<file path="src/rtl/alu_pkg.sv">
package alu_pkg;
  localparam int unsigned FUNC_W = 3;

  typedef enum logic [FUNC_W-1:0] {
    FN_AND = 3'b000,
    FN_OR  = 3'b001,
    FN_ADD = 3'b010,
    FN_SUB = 3'b110,
    FN_SLT = 3'b111
  } alu_fn_e;

  // slice mux selections (low two function bits)
  localparam logic [1:0] SEL_AND  = 2'b00;
  localparam logic [1:0] SEL_OR   = 2'b01;
  localparam logic [1:0] SEL_SUM  = 2'b10;
  localparam logic [1:0] SEL_LESS = 2'b11;

  function automatic logic fn_defined(input logic [FUNC_W-1:0] f);
    return (f == FN_AND) || (f == FN_OR) || (f == FN_ADD) ||
           (f == FN_SUB) || (f == FN_SLT);
  endfunction

  function automatic logic fn_arith(input logic [FUNC_W-1:0] f);
    return (f == FN_ADD) || (f == FN_SUB) || (f == FN_SLT);
  endfunction
endpackage

</file>
<file path="src/rtl/alu_bit_slice.sv">
module alu_bit_slice
  import alu_pkg::*;
#(
  parameter bit IS_TOP = 1'b0
) (
  input  logic       a_i,
  input  logic       b_i,
  input  logic       b_inv_i,
  input  logic       c_i,
  input  logic       less_i,
  input  logic [1:0] sel_i,
  output logic       res_o,
  output logic       c_o,
  output logic       sign_o
);
  logic b_eff;
  logic sum;

  assign b_eff = b_inv_i ? ~b_i : b_i;
  assign sum   = a_i ^ b_eff ^ c_i;
  assign c_o   = (a_i & b_eff) | (a_i & c_i) | (b_eff & c_i);

  always_comb begin
    unique case (sel_i)
      SEL_AND:  res_o = a_i & b_eff;
      SEL_OR:   res_o = a_i | b_eff;
      SEL_SUM:  res_o = sum;
      default:  res_o = less_i;
    endcase
  end

  // only the top slice reports its raw sum bit (sign of the adder output)
  generate
    if (IS_TOP) begin : g_top
      assign sign_o = sum;
    end else begin : g_mid
      assign sign_o = 1'b0;
    end
  endgenerate
endmodule

</file>
<file path="src/rtl/alu_sign_unit.sv">
module alu_sign_unit (
  input  logic sa_i,
  input  logic sb_i,
  input  logic sr_i,
  output logic less_o,
  output logic ovf_add_o,
  output logic ovf_sub_o
);
  // signs differ: A negative means A is smaller; otherwise the difference sign decides
  assign less_o    = (sa_i ^ sb_i) ? sa_i : sr_i;
  assign ovf_add_o = ~(sa_i ^ sb_i) & (sr_i ^ sa_i);
  assign ovf_sub_o =  (sa_i ^ sb_i) & (sr_i ^ sa_i);
endmodule

</file>
<file path="src/rtl/alu_zero_detect.sv">
module alu_zero_detect #(
  parameter int unsigned W = 32
) (
  input  logic [W-1:0] vec_i,
  output logic         zero_o
);
  localparam int unsigned LVLS = (W <= 1) ? 1 : $clog2(W);
  localparam int unsigned PW   = 1 << LVLS;

  logic [PW-1:0] padded;
  logic [2*PW-2:0] node;

  assign padded = {{(PW-W){1'b0}}, vec_i};

  // balanced OR tree: leaves at node[PW-1 +: PW], root at node[0]
  generate
    for (genvar k = 0; k < PW; k++) begin : g_leaf
      assign node[PW-1+k] = padded[k];
    end
    for (genvar n = 0; n < PW-1; n++) begin : g_or
      assign node[n] = node[2*n+1] | node[2*n+2];
    end
  endgenerate

  assign zero_o = ~node[0];
endmodule

</file>
<file path="src/rtl/int_alu.sv">
module int_alu
  import alu_pkg::*;
#(
  parameter int unsigned WIDTH = 32
) (
  input  logic [WIDTH-1:0]  opnd_a,
  input  logic [WIDTH-1:0]  opnd_b,
  input  logic [2:0]        func_sel,
  output logic [WIDTH-1:0]  result,
  output logic              carry_out,
  output logic              zero,
  output logic              overflow
);
  localparam int unsigned MSB = WIDTH - 1;

  logic [WIDTH:0]   carry;
  logic [WIDTH-1:0] slice_res;
  logic [WIDTH-1:0] sign_bits;
  logic             top_sum;
  logic             less_bit;
  logic             ovf_add;
  logic             ovf_sub;
  logic             fn_ok;
  logic             fn_ar;

  assign carry[0] = func_sel[2];

  generate
    for (genvar i = 0; i < WIDTH; i++) begin : g_slice
      alu_bit_slice #(
        .IS_TOP (i == MSB)
      ) u_slice (
        .a_i     (opnd_a[i]),
        .b_i     (opnd_b[i]),
        .b_inv_i (func_sel[2]),
        .c_i     (carry[i]),
        .less_i  ((i == 0) ? less_bit : 1'b0),
        .sel_i   (func_sel[1:0]),
        .res_o   (slice_res[i]),
        .c_o     (carry[i+1]),
        .sign_o  (sign_bits[i])
      );
    end
  endgenerate

  assign top_sum = |sign_bits;

  alu_sign_unit u_sign (
    .sa_i      (opnd_a[MSB]),
    .sb_i      (opnd_b[MSB]),
    .sr_i      (top_sum),
    .less_o    (less_bit),
    .ovf_add_o (ovf_add),
    .ovf_sub_o (ovf_sub)
  );

  assign fn_ok = fn_defined(func_sel);
  assign fn_ar = fn_arith(func_sel);

  assign result    = fn_ok ? slice_res : '0;
  assign carry_out = fn_ar & carry[WIDTH];

  always_comb begin
    if (func_sel == FN_ADD)
      overflow = ovf_add;
    else if (func_sel == FN_SUB || func_sel == FN_SLT)
      overflow = ovf_sub;
    else
      overflow = 1'b0;
  end

  alu_zero_detect #(.W(WIDTH)) u_zero (
    .vec_i  (result),
    .zero_o (zero)
  );
endmodule

</file>
<file path="config.mk">
export PLATFORM = sky130hd
export DESIGN_NAME = int_alu
export DESIGN_NICKNAME = d
export VERILOG_FILES = /design/src/rtl/alu_pkg.sv /design/src/rtl/alu_bit_slice.sv /design/src/rtl/alu_sign_unit.sv /design/src/rtl/alu_zero_detect.sv /design/src/rtl/int_alu.sv
export SDC_FILE = /design/constraint.sdc
export NUM_CORES = 1
export LEC_CHECK = 0
export BUFFER_PORTS_ARGS = -buffer_cell sky130_fd_sc_hd__buf_2
export CORE_UTILIZATION = 45
export DETAILED_ROUTE_END_ITERATION = 10
export PLACE_DENSITY = 0.7
export SYNTH_ARGS = -nofsm -noshare
export SYNTH_HDL_FRONTEND = slang
export SYNTH_HIERARCHICAL = 1
export SYNTH_SLANG_ARGS = --single-unit
</file>
<file path="constraint.sdc">
create_clock -name vclk -period 51.3
set_input_delay 5.13 -clock vclk [all_inputs]
set_output_delay 5.13 -clock vclk [all_outputs]
set_load 0.05 [all_outputs]
</file>
# Word-level counts from Yosys, hierarchy flattened
# Index checks and enable logic that the tools add are counted.
[totals]
regBits = 0
input_bits = 67
out_inout_bits = 35
elab_cells = 409
[op_classes]
n_eq_ne = 6
mux = 68
bitwise_logic = 326
n_reduce_logical = 9
[ops]
columns = ["op", "count"]
rows = [
  ["$or 1x1->1", 127],
  ["$and 1x1->1", 99],
  ["$pmux 1 s3", 32],
  ["$xor 1x1->1", 66],
  ["$mux 1", 35],
  ["$not 1->1", 34],
  ["$mux 32", 1],
  ["$logic_or 1x1->1", 7],
  ["$eq 3x3->1 const B", 2],
  ["$eq 3x1->1 const B", 1],
  ["$eq 3x2->1 const B", 1],
  ["$logic_not 3->1", 1],
  ["$eq 2x1->1 const B", 1],
  ["$eq 2x2->1 const B", 1],
  ["$logic_not 2->1", 1],
]

# Depth between registers and ports, before layout
# Gate-level depths: netlist of the first run.
[depth]
depth_word = 105
mapped_depth = 45
ltp_nobuf = 45

# Hierarchy
# Netlist of the first run, hierarchy kept.
[modules_own_cells]
columns = ["module", "instances", "cells_each", "area_per_inst_um2", "seq_area_each_um2"]
rows = [
  ["alu_bit_slice (g_slice[0].u_slice ...)", 31, 10, 98.8, 0.0],
  ["int_alu", 1, 55, 432.9, 0.0],
  ["alu_bit_slice (g_slice[31].u_slice)", 1, 11, 98.8, 0.0],
  ["alu_zero_detect", 1, 11, 72.6, 0.0],
  ["alu_sign_unit", 1, 7, 48.8, 0.0],
]

# Worst setup path before layout of the first run
# OpenSTA, ideal clock, no wires.
[synth_path]
path_type = "in2out"
start = "in func_sel[2]"
end = "out zero"
arrival_time_ns = 21.038
required_ns = 46.170
slack_ns = 25.132
stages = 45
path_buffers = 0
path_cell_list = "xor2_1 -> fa_1 -> fa_1 -> fa_1 -> fa_1 -> fa_1 -> fa_1 -> fa_1 -> fa_1 -> fa_1 -> fa_1 -> fa_1 -> fa_1 -> fa_1 -> fa_1 -> fa_1 -> fa_1 -> fa_1 -> [... 9 more ...] -> fa_1 -> fa_1 -> fa_1 -> fa_1 -> fa_1 -> inv_1 -> fa_1 -> inv_1 -> nor4_1 -> nand4_1 -> or2_2 -> nor2_1 -> o21ai_0 -> mux4_2 -> and2_2 -> nor4_1 -> nand4_1 -> nor2_1"
[synth_via]
elab_chain_len = 104
elab_cells_between_ends = 359
classes_between = "4 x eq/ne; 66 x mux; 284 x bitwise; 5 x reduce/logical"
[synth_lines]
columns = ["item", "line", "source"]
rows = [
  ["from (decl)", "int_alu.sv:8", "input logic [2:0] func_sel,"],
  ["$mux 1", "alu_bit_slice.sv:19", "assign b_eff = b_inv_i ? ~b_i : b_i;"],
  ["$and 1x1->1", "alu_bit_slice.sv:21", "assign c_o = (a_i & b_eff) | (a_i & c_i) | (b_eff & c_i);"],
  ["$or 1x1->1", "alu_bit_slice.sv:21", ""],
  ["$or 1x1->1 *", "alu_bit_slice.sv:21", ""],
  ["via carry[1]", "int_alu.sv:16", "logic [WIDTH:0] carry;"],
  ["$and 1x1->1", "alu_bit_slice.sv:21", ""],
  ["$or 1x1->1", "alu_bit_slice.sv:21", ""],
  ["$or 1x1->1 *", "alu_bit_slice.sv:21", ""],
  ["via carry[2]", "int_alu.sv:16", ""],
  ["[... 3 more ...]", "-", ""],
  ["via carry[3]", "int_alu.sv:16", ""],
  ["[... 3 more ...]", "-", ""],
  ["via carry[4]", "int_alu.sv:16", ""],
  ["[... 3 more ...]", "-", ""],
  ["via carry[5]", "int_alu.sv:16", ""],
  ["[... 3 more ...]", "-", ""],
  ["via carry[6]", "int_alu.sv:16", ""],
  ["[... 3 more ...]", "-", ""],
  ["via carry[7]", "int_alu.sv:16", ""],
  ["[... 3 more ...]", "-", ""],
  ["via carry[8]", "int_alu.sv:16", ""],
  ["[... 3 more ...]", "-", ""],
  ["via carry[9]", "int_alu.sv:16", ""],
  ["[... 3 more ...]", "-", ""],
  ["via carry[10]", "int_alu.sv:16", ""],
  ["[... 3 more ...]", "-", ""],
  ["via carry[11]", "int_alu.sv:16", ""],
  ["[... 3 more ...]", "-", ""],
  ["via carry[12]", "int_alu.sv:16", ""],
  ["[... 3 more ...]", "-", ""],
  ["via carry[13]", "int_alu.sv:16", ""],
  ["[... 3 more ...]", "-", ""],
  ["via carry[14]", "int_alu.sv:16", ""],
  ["[... 3 more ...]", "-", ""],
  ["via carry[15]", "int_alu.sv:16", ""],
  ["[... 3 more ...]", "-", ""],
  ["via carry[16]", "int_alu.sv:16", ""],
  ["[... 3 more ...]", "-", ""],
  ["via carry[17]", "int_alu.sv:16", ""],
  ["[... 3 more ...]", "-", ""],
  ["via carry[18]", "int_alu.sv:16", ""],
  ["[... 3 more ...]", "-", ""],
  ["via carry[19]", "int_alu.sv:16", ""],
  ["[... 3 more ...]", "-", ""],
  ["via carry[20]", "int_alu.sv:16", ""],
  ["[... 3 more ...]", "-", ""],
  ["via carry[21]", "int_alu.sv:16", ""],
  ["[... 3 more ...]", "-", ""],
  ["via carry[22]", "int_alu.sv:16", ""],
  ["[... 3 more ...]", "-", ""],
  ["via carry[23]", "int_alu.sv:16", ""],
  ["[... 3 more ...]", "-", ""],
  ["via carry[24]", "int_alu.sv:16", ""],
  ["[... 3 more ...]", "-", ""],
  ["via carry[25]", "int_alu.sv:16", ""],
  ["[... 3 more ...]", "-", ""],
  ["via carry[26]", "int_alu.sv:16", ""],
  ["[... 3 more ...]", "-", ""],
  ["via carry[27]", "int_alu.sv:16", ""],
  ["[... 3 more ...]", "-", ""],
  ["via carry[28]", "int_alu.sv:16", ""],
  ["[... 3 more ...]", "-", ""],
  ["via carry[29]", "int_alu.sv:16", ""],
  ["[... 3 more ...]", "-", ""],
  ["via carry[30]", "int_alu.sv:16", ""],
  ["[... 3 more ...]", "-", ""],
  ["via carry[31]", "int_alu.sv:16", ""],
  ["[... 1 more ...]", "-", ""],
  ["via sign_bits[31]", "int_alu.sv:18", "logic [WIDTH-1:0] sign_bits;"],
  ["$mux 1 *", "alu_sign_unit.sv:10", "assign less_o = (sa_i ^ sb_i) ? sa_i : sr_i;"],
  ["via less_bit", "int_alu.sv:20", "logic less_bit;"],
  ["$pmux 1 s3 *", "alu_bit_slice.sv:24", "unique case (sel_i)"],
  ["via slice_res[0]", "int_alu.sv:17", "logic [WIDTH-1:0] slice_res;"],
  ["$mux 32 *", "int_alu.sv:60", "assign result = fn_ok ? slice_res : '0;"],
  ["via result[0]", "int_alu.sv:9", "output logic [WIDTH-1:0] result,"],
  ["$or 1x1->1 * (5 in a row)", "alu_zero_detect.sv:21", "assign node[n] = node[2*n+1] | node[2*n+2];"],
  ["$not 1->1 *", "alu_zero_detect.sv:25", "assign zero_o = ~node[0];"],
  ["to (decl)", "int_alu.sv:11", "output logic zero,"],
]
# The timed path passes the listed nets; every way through them passes the cells marked *.

# Worst setup path after layout of the first run
[layout_path]
start = "in func_sel[2]"
end = "out zero"
[layout_via]
elab_chain_len = 104
elab_cells_between_ends = 359
classes_between = "4 x eq/ne; 66 x mux; 284 x bitwise; 5 x reduce/logical"
[layout_lines]
columns = ["item", "line"]
rows = [
  ["$mux 1", "alu_bit_slice.sv:19"],
  ["$and 1x1->1", "alu_bit_slice.sv:21"],
  ["$or 1x1->1", "alu_bit_slice.sv:21"],
  ["$or 1x1->1 *", "alu_bit_slice.sv:21"],
  ["via carry[1]", "int_alu.sv:16"],
  ["$and 1x1->1", "alu_bit_slice.sv:21"],
  ["$or 1x1->1", "alu_bit_slice.sv:21"],
  ["$or 1x1->1 *", "alu_bit_slice.sv:21"],
  ["via carry[2]", "int_alu.sv:16"],
  ["[... 3 more ...]", "-"],
  ["via carry[3]", "int_alu.sv:16"],
  ["[... 3 more ...]", "-"],
  ["via carry[4]", "int_alu.sv:16"],
  ["[... 3 more ...]", "-"],
  ["via carry[5]", "int_alu.sv:16"],
  ["[... 3 more ...]", "-"],
  ["via carry[6]", "int_alu.sv:16"],
  ["[... 3 more ...]", "-"],
  ["via carry[7]", "int_alu.sv:16"],
  ["[... 3 more ...]", "-"],
  ["via carry[8]", "int_alu.sv:16"],
  ["[... 3 more ...]", "-"],
  ["via carry[9]", "int_alu.sv:16"],
  ["[... 3 more ...]", "-"],
  ["via carry[10]", "int_alu.sv:16"],
  ["[... 3 more ...]", "-"],
  ["via carry[11]", "int_alu.sv:16"],
  ["[... 3 more ...]", "-"],
  ["via carry[12]", "int_alu.sv:16"],
  ["[... 3 more ...]", "-"],
  ["via carry[13]", "int_alu.sv:16"],
  ["[... 3 more ...]", "-"],
  ["via carry[14]", "int_alu.sv:16"],
  ["[... 3 more ...]", "-"],
  ["via carry[15]", "int_alu.sv:16"],
  ["[... 3 more ...]", "-"],
  ["via carry[16]", "int_alu.sv:16"],
  ["[... 3 more ...]", "-"],
  ["via carry[17]", "int_alu.sv:16"],
  ["[... 3 more ...]", "-"],
  ["via carry[18]", "int_alu.sv:16"],
  ["[... 3 more ...]", "-"],
  ["via carry[19]", "int_alu.sv:16"],
  ["[... 3 more ...]", "-"],
  ["via carry[20]", "int_alu.sv:16"],
  ["[... 3 more ...]", "-"],
  ["via carry[21]", "int_alu.sv:16"],
  ["[... 3 more ...]", "-"],
  ["via carry[22]", "int_alu.sv:16"],
  ["[... 3 more ...]", "-"],
  ["via carry[23]", "int_alu.sv:16"],
  ["[... 3 more ...]", "-"],
  ["via carry[24]", "int_alu.sv:16"],
  ["[... 3 more ...]", "-"],
  ["via carry[25]", "int_alu.sv:16"],
  ["[... 3 more ...]", "-"],
  ["via carry[26]", "int_alu.sv:16"],
  ["[... 3 more ...]", "-"],
  ["via carry[27]", "int_alu.sv:16"],
  ["[... 3 more ...]", "-"],
  ["via carry[28]", "int_alu.sv:16"],
  ["[... 3 more ...]", "-"],
  ["via carry[29]", "int_alu.sv:16"],
  ["[... 3 more ...]", "-"],
  ["via carry[30]", "int_alu.sv:16"],
  ["[... 3 more ...]", "-"],
  ["via carry[31]", "int_alu.sv:16"],
  ["[... 1 more ...]", "-"],
  ["via sign_bits[31]", "int_alu.sv:18"],
  ["$mux 1 *", "alu_sign_unit.sv:10"],
  ["via less_bit", "int_alu.sv:20"],
  ["$pmux 1 s3 *", "alu_bit_slice.sv:24"],
  ["via slice_res[0]", "int_alu.sv:17"],
  ["$mux 32 *", "int_alu.sv:60"],
  ["$or 1x1->1 * (5 in a row)", "alu_zero_detect.sv:21"],
  ["$not 1->1 *", "alu_zero_detect.sv:25"],
]
# Marks and branches as above.

==> results of run 1 <==
==> report_power, final <==
part	leakage [nW]	internal [mW]	switching, mW
sequential	0	0	0
clock	0	0	0
combinational	2.39	0.0238	0.0358
==> kinds of logic after synthesis <==
kind of cell    Yosys count  share of synthesized area
buf+inv                 134                      0.173
compound gates            3                    0.00471
other cells              32                     0.0323
xor+xnor                 32                     0.0754
fa+ha+maj                96                      0.388
mux                      35                      0.203
simple gates             62                      0.124
==> routing by layer <==
layer	up-vias	share of wire
li1	1301	-
met1	1289	0.42
met2	78	0.53
met3	8	0.035
met4	0	0.013
met5	-	0
==> stage by stage <==
stage	instance area [um^2]	utilization	power, mW	hold WS, ns
after floorplan	3830	-	0.0454	10.48
after global placement	4220	0.538	0.0576	10.89
after detailed placement	4220	0.538	0.0601	10.89
after CTS	4220	0.538	0.0603	10.89
after global routing	4220	0.538	0.0658	10.91
final	4220	0.538	0.0596	10.87
==> worst max-delay path, delay by kind of cell <==
kind / cells / cell delay, ns
and+or+nand+nor: 8 / 1.63
buffers and inverters: 5 / 0.96
adders and majority gates: 32 / 13.48
AOI/OAI and AO/OA: 1 / 0.10
muxes: 1 / 0.47
xor gates and xnor gates: 1 / 0.22
==> layout make-up <==
type / instances / share of cell area
inverters: 100 / 0.0889
repair buffers: 105 / 0.126
multi-input cells: 290 / 0.755
well taps: 102 / 0.0302
==> synth_stat cells <==
| master | instances | area share |
|---|---|---|
| nand2b_2 | 1 | 0.0024 |
| nand2_1 | 3 | 0.0030 |
| conb_1 | 32 | 0.032 |
| inv_2 | 1 | 0.0010 |
| fa_1 | 32 | 0.17 |
| and2_2 | 2 | 0.0040 |
| o21ai_0 | 1 | 0.0013 |
| nor4_1 | 15 | 0.025 |
| ha_1 | 64 | 0.22 |
| buf_6 | 3 | 0.0091 |
| mux2i_1 | 2 | 0.0054 |
| or2b_1 | 1 | 0.0020 |
| and2_4 | 30 | 0.071 |
| a21oi_1 | 1 | 0.0013 |
| inv_1 | 99 | 0.10 |
| mux4_2 | 32 | 0.19 |
| buf_4 | 31 | 0.063 |
| nand4_1 | 4 | 0.0067 |
| xor2_1 | 32 | 0.075 |
| nor2_1 | 3 | 0.0030 |
| nor2b_1 | 1 | 0.0017 |
| a22oi_1 | 1 | 0.0020 |
| or2_2 | 1 | 0.0017 |
| mux2_4 | 1 | 0.0040 |
| nor4_2 | 1 | 0.0034 |
==> worst paths after layout <==
kind | to | startpoint | slack [ns]
min | overflow | opnd_b[31] | 10.87
max | zero | func_sel[2] | 24.17
==> impl_metrics.env, run 1 <==
export IMPL_end_kind="output pin"
export IMPL_clkbuf_count=0
export IMPL_die_h_um=92.9
export IMPL_grt_max_degree=37
export IMPL_dp_hpwl_um=6310
export IMPL_io_pins=102
export IMPL_seq_cell_count=0
export IMPL_finalSetupViolCount=0
export IMPL_worst_slew_pin_slew_ns=0.655
export IMPL_nNetsFinal=660
export IMPL_multi_input_area_um2=3190
export IMPL_placedCellCount=597
export IMPL_vias=2676
export IMPL_antenna_found_initial=0
export IMPL_drt_pass1_iter_count=4
export IMPL_hold_path_class="in2out"
export IMPL_slew_violations=0
export IMPL_grt_first_pass_wirelength_um=12600
export IMPL_final_common_cell="buf_2"
export IMPL_post_route_period_util=0.529
export IMPL_critPathArrivalTime_ns=22.00
export IMPL_insertedDiodeCount=0
export IMPL_core_area_um2=7850
export IMPL_fin_crit_ns=27.13
export IMPL_grt_use_met1=0.227
export IMPL_avgSynthCellArea_um2=9.43
export IMPL_via_per_inst=4.48
export IMPL_seqCellArea_um2=0
export IMPL_met3_usage=0.00493
export IMPL_leakage_nw=2.39
export IMPL_initial_core_util=0.474
export IMPL_ys_seq_area_frac=0
export IMPL_drt_iter0_markers=48
export IMPL_power_density_nw_per_um2=14.1
export IMPL_yosysWarningCount=6
export IMPL_max_stage_delay_ns=0.47
export IMPL_layout_common_cells="buf_2, inv_1, ha_1, conb_1"
export IMPL_syn_inst=394
export IMPL_finalWirelength_um=7450
export IMPL_crit_top_cell="fa_1"
export IMPL_routedWlPerCell_um=12.5
export IMPL_slew_limit_headroom=0.563
export IMPL_status="complete, no violations"
export IMPL_hold_viol_final=0
export IMPL_maxCapViolations=0
export IMPL_die_w_um=92.9
export IMPL_timing_fmax_ghz=0.0369
export IMPL_pre_cts_ws_ns=24.03
export IMPL_hold_path_cell_count=5
export IMPL_nFillCells=765
export IMPL_syn2layout_area_growth_pct=13.6
export IMPL_cts_hold_buf=0
export IMPL_dieArea_um2=8630
export IMPL_globalRoute_busiestLayer="met2"
export IMPL_gp_congestion=0.815
export IMPL_fin_ws_ns=24.17
export IMPL_drive_above_1_share=0.352
export IMPL_syn_area_um2=3720
export IMPL_grtUsageTotal=0.182
export IMPL_ir_worst_vdd_uv=10.6
export IMPL_drc=0
export IMPL_overflow=0
export IMPL_grt_util_met2=0.355
export IMPL_rsz0062_at_grt="no"
export IMPL_critPathKind="in2out"
export IMPL_cts_setup_buffers=0
export IMPL_ctsResizeCount=0
export IMPL_instances_no_fill=597
export IMPL_io_buffers=102
export IMPL_postRouteAntennaNets=0
export IMPL_critical_path_slowest_cell="buf_4"
export IMPL_ys_types=25
export IMPL_timing_critical_path_required_ns=46.17
export IMPL_crit_path_max_fanout=36
export IMPL_setup_tns_final_ns=0
export IMPL_std_cell_rows=32
export IMPL_grt_pass1_vias=2843
export IMPL_startpoint_type="input pin"
Power figures use the tool's default switching activity.
==> inputs of run 2 (changes only) <==
- clock period: 51.3 -> 26.4 ns (I/O delays scaled with it)
==> impl_metrics.env, run 2 (synthesized netlist as in run 1, its figures left out) <==
export IMPL_status="complete, no violations"
export IMPL_dieArea_um2=8630
export IMPL_drt_pass1_iter_count=4
export IMPL_std_cell_rows=32
export IMPL_ir_worst_vdd_uv=20.5
export IMPL_nNetsFinal=660
export IMPL_critPathTopFamily="adder cells"
export IMPL_grt_max_degree=37
export IMPL_post_route_period_util=0.842
export IMPL_critical_path_slowest_cell="buf_4"
export IMPL_cts_hold_buf=0
export IMPL_worst_path_buf_inv=5
export IMPL_timing_fmax_ghz=0.0450
export IMPL_die_h_um=92.9
export IMPL_maxCapViolations=0
export IMPL_die_w_um=92.9
export IMPL_via_per_inst=4.49
export IMPL_nFillCells=744
export IMPL_worst_slew_pin_slew_ns=0.651
export IMPL_overflow=0
export IMPL_grt_pass1_vias=2790
export IMPL_gp_congestion=0.815
export IMPL_seq_cell_count=0
export IMPL_finalWirelength_um=7440
export IMPL_design_area_um2=4220
export IMPL_postRouteAntennaNets=0
export IMPL_grt_first_pass_wirelength_um=12400
export IMPL_layout_common_cells="buf_2, inv_1, ha_1, conb_1"
export IMPL_syn2layout_area_growth_pct=13.6
export IMPL_seqCellArea_um2=0
export IMPL_end_kind="output pin"
export IMPL_power_density_nw_per_um2=27.4
export IMPL_rsz0062_at_grt="no"
export IMPL_dp_hpwl_um=6310
export IMPL_power_mw=0.116
export IMPL_setup_tns_final_ns=0
export IMPL_io_pins=102
export IMPL_io_buffers=102
export IMPL_leakage_nw=2.39
export IMPL_routedWlPerCell_um=12.5
export IMPL_max_stage_delay_ns=0.49
export IMPL_hold_ws_ns=5.90
export IMPL_cts_setup_buffers=0
export IMPL_fin_ws_ns=4.17
export IMPL_finalSetupViolCount=0
export IMPL_final_common_cell="buf_2"
export IMPL_startpoint_type="input pin"
export IMPL_drive_above_1_share=0.352
export IMPL_initial_core_util=0.474
export IMPL_vias=2682
export IMPL_critPathKind="in2out"
export IMPL_instances_no_fill=597
export IMPL_slew_violations=0
export IMPL_postLayoutCoreUtil=0.538
export IMPL_crit_top_cell="fa_1"
export IMPL_drc=0
export IMPL_timing_critical_path_required_ns=23.76
export IMPL_crit_path_max_fanout=36
export IMPL_slew_limit_headroom=0.566
export IMPL_fin_crit_ns=22.23
export IMPL_placedCellCount=597
export IMPL_clkbuf_count=0
export IMPL_hold_path_class="in2out"
export IMPL_drt_iter0_markers=70
export IMPL_pre_cts_ws_ns=4.09
export IMPL_ctsResizeCount=0
export IMPL_dpl_cell_area_um2=4220
export IMPL_hold_viol_final=0
export IMPL_antenna_found_initial=0
export IMPL_critPathArrivalTime_ns=19.59
export IMPL_grtUsageTotal=0.179
export IMPL_insertedDiodeCount=0
export IMPL_core_area_um2=7850
[run 2: cell counts in the layout (fill, tap and decap cells not counted)]
No cell type changed its count.
[run 2: layout make-up]
type	count	area [um^2]	share of cell area
Timing Repair Buffer	105	533	0.126
Inverter	100	375	0.0889
Tap cell	102	128	0.0302
Multi-Input combinational cell	290	3190	0.755
[run 2: metal layers]
metal | GRT usage | wire (um) | vias up
met5 | 0 | 0 | -
met1 | 0.218 | 3000 | 1283
met3 | 0.00493 | 344 | 12
met4 | 0.0385 | 142 | 0
li1 | - | - | 1303
met2 | 0.347 | 3950 | 84
[run 2: final timing paths]
| kind | start | to | slack (ns) | depth (start not counted) |
|---|---|---|---|---|
| worst min-delay path | opnd_b[31] | overflow | 5.90 | 5 |
| worst max-delay path | func_sel[2] | zero | 4.17 | 48 |
[run 2: where the power goes]
group	total, mW	internal [mW]	switching, mW
clock network	0	0	0
registers	0	0	0
logic	0.116	0.0462	0.0694
total	0.116	0.0462	0.0694
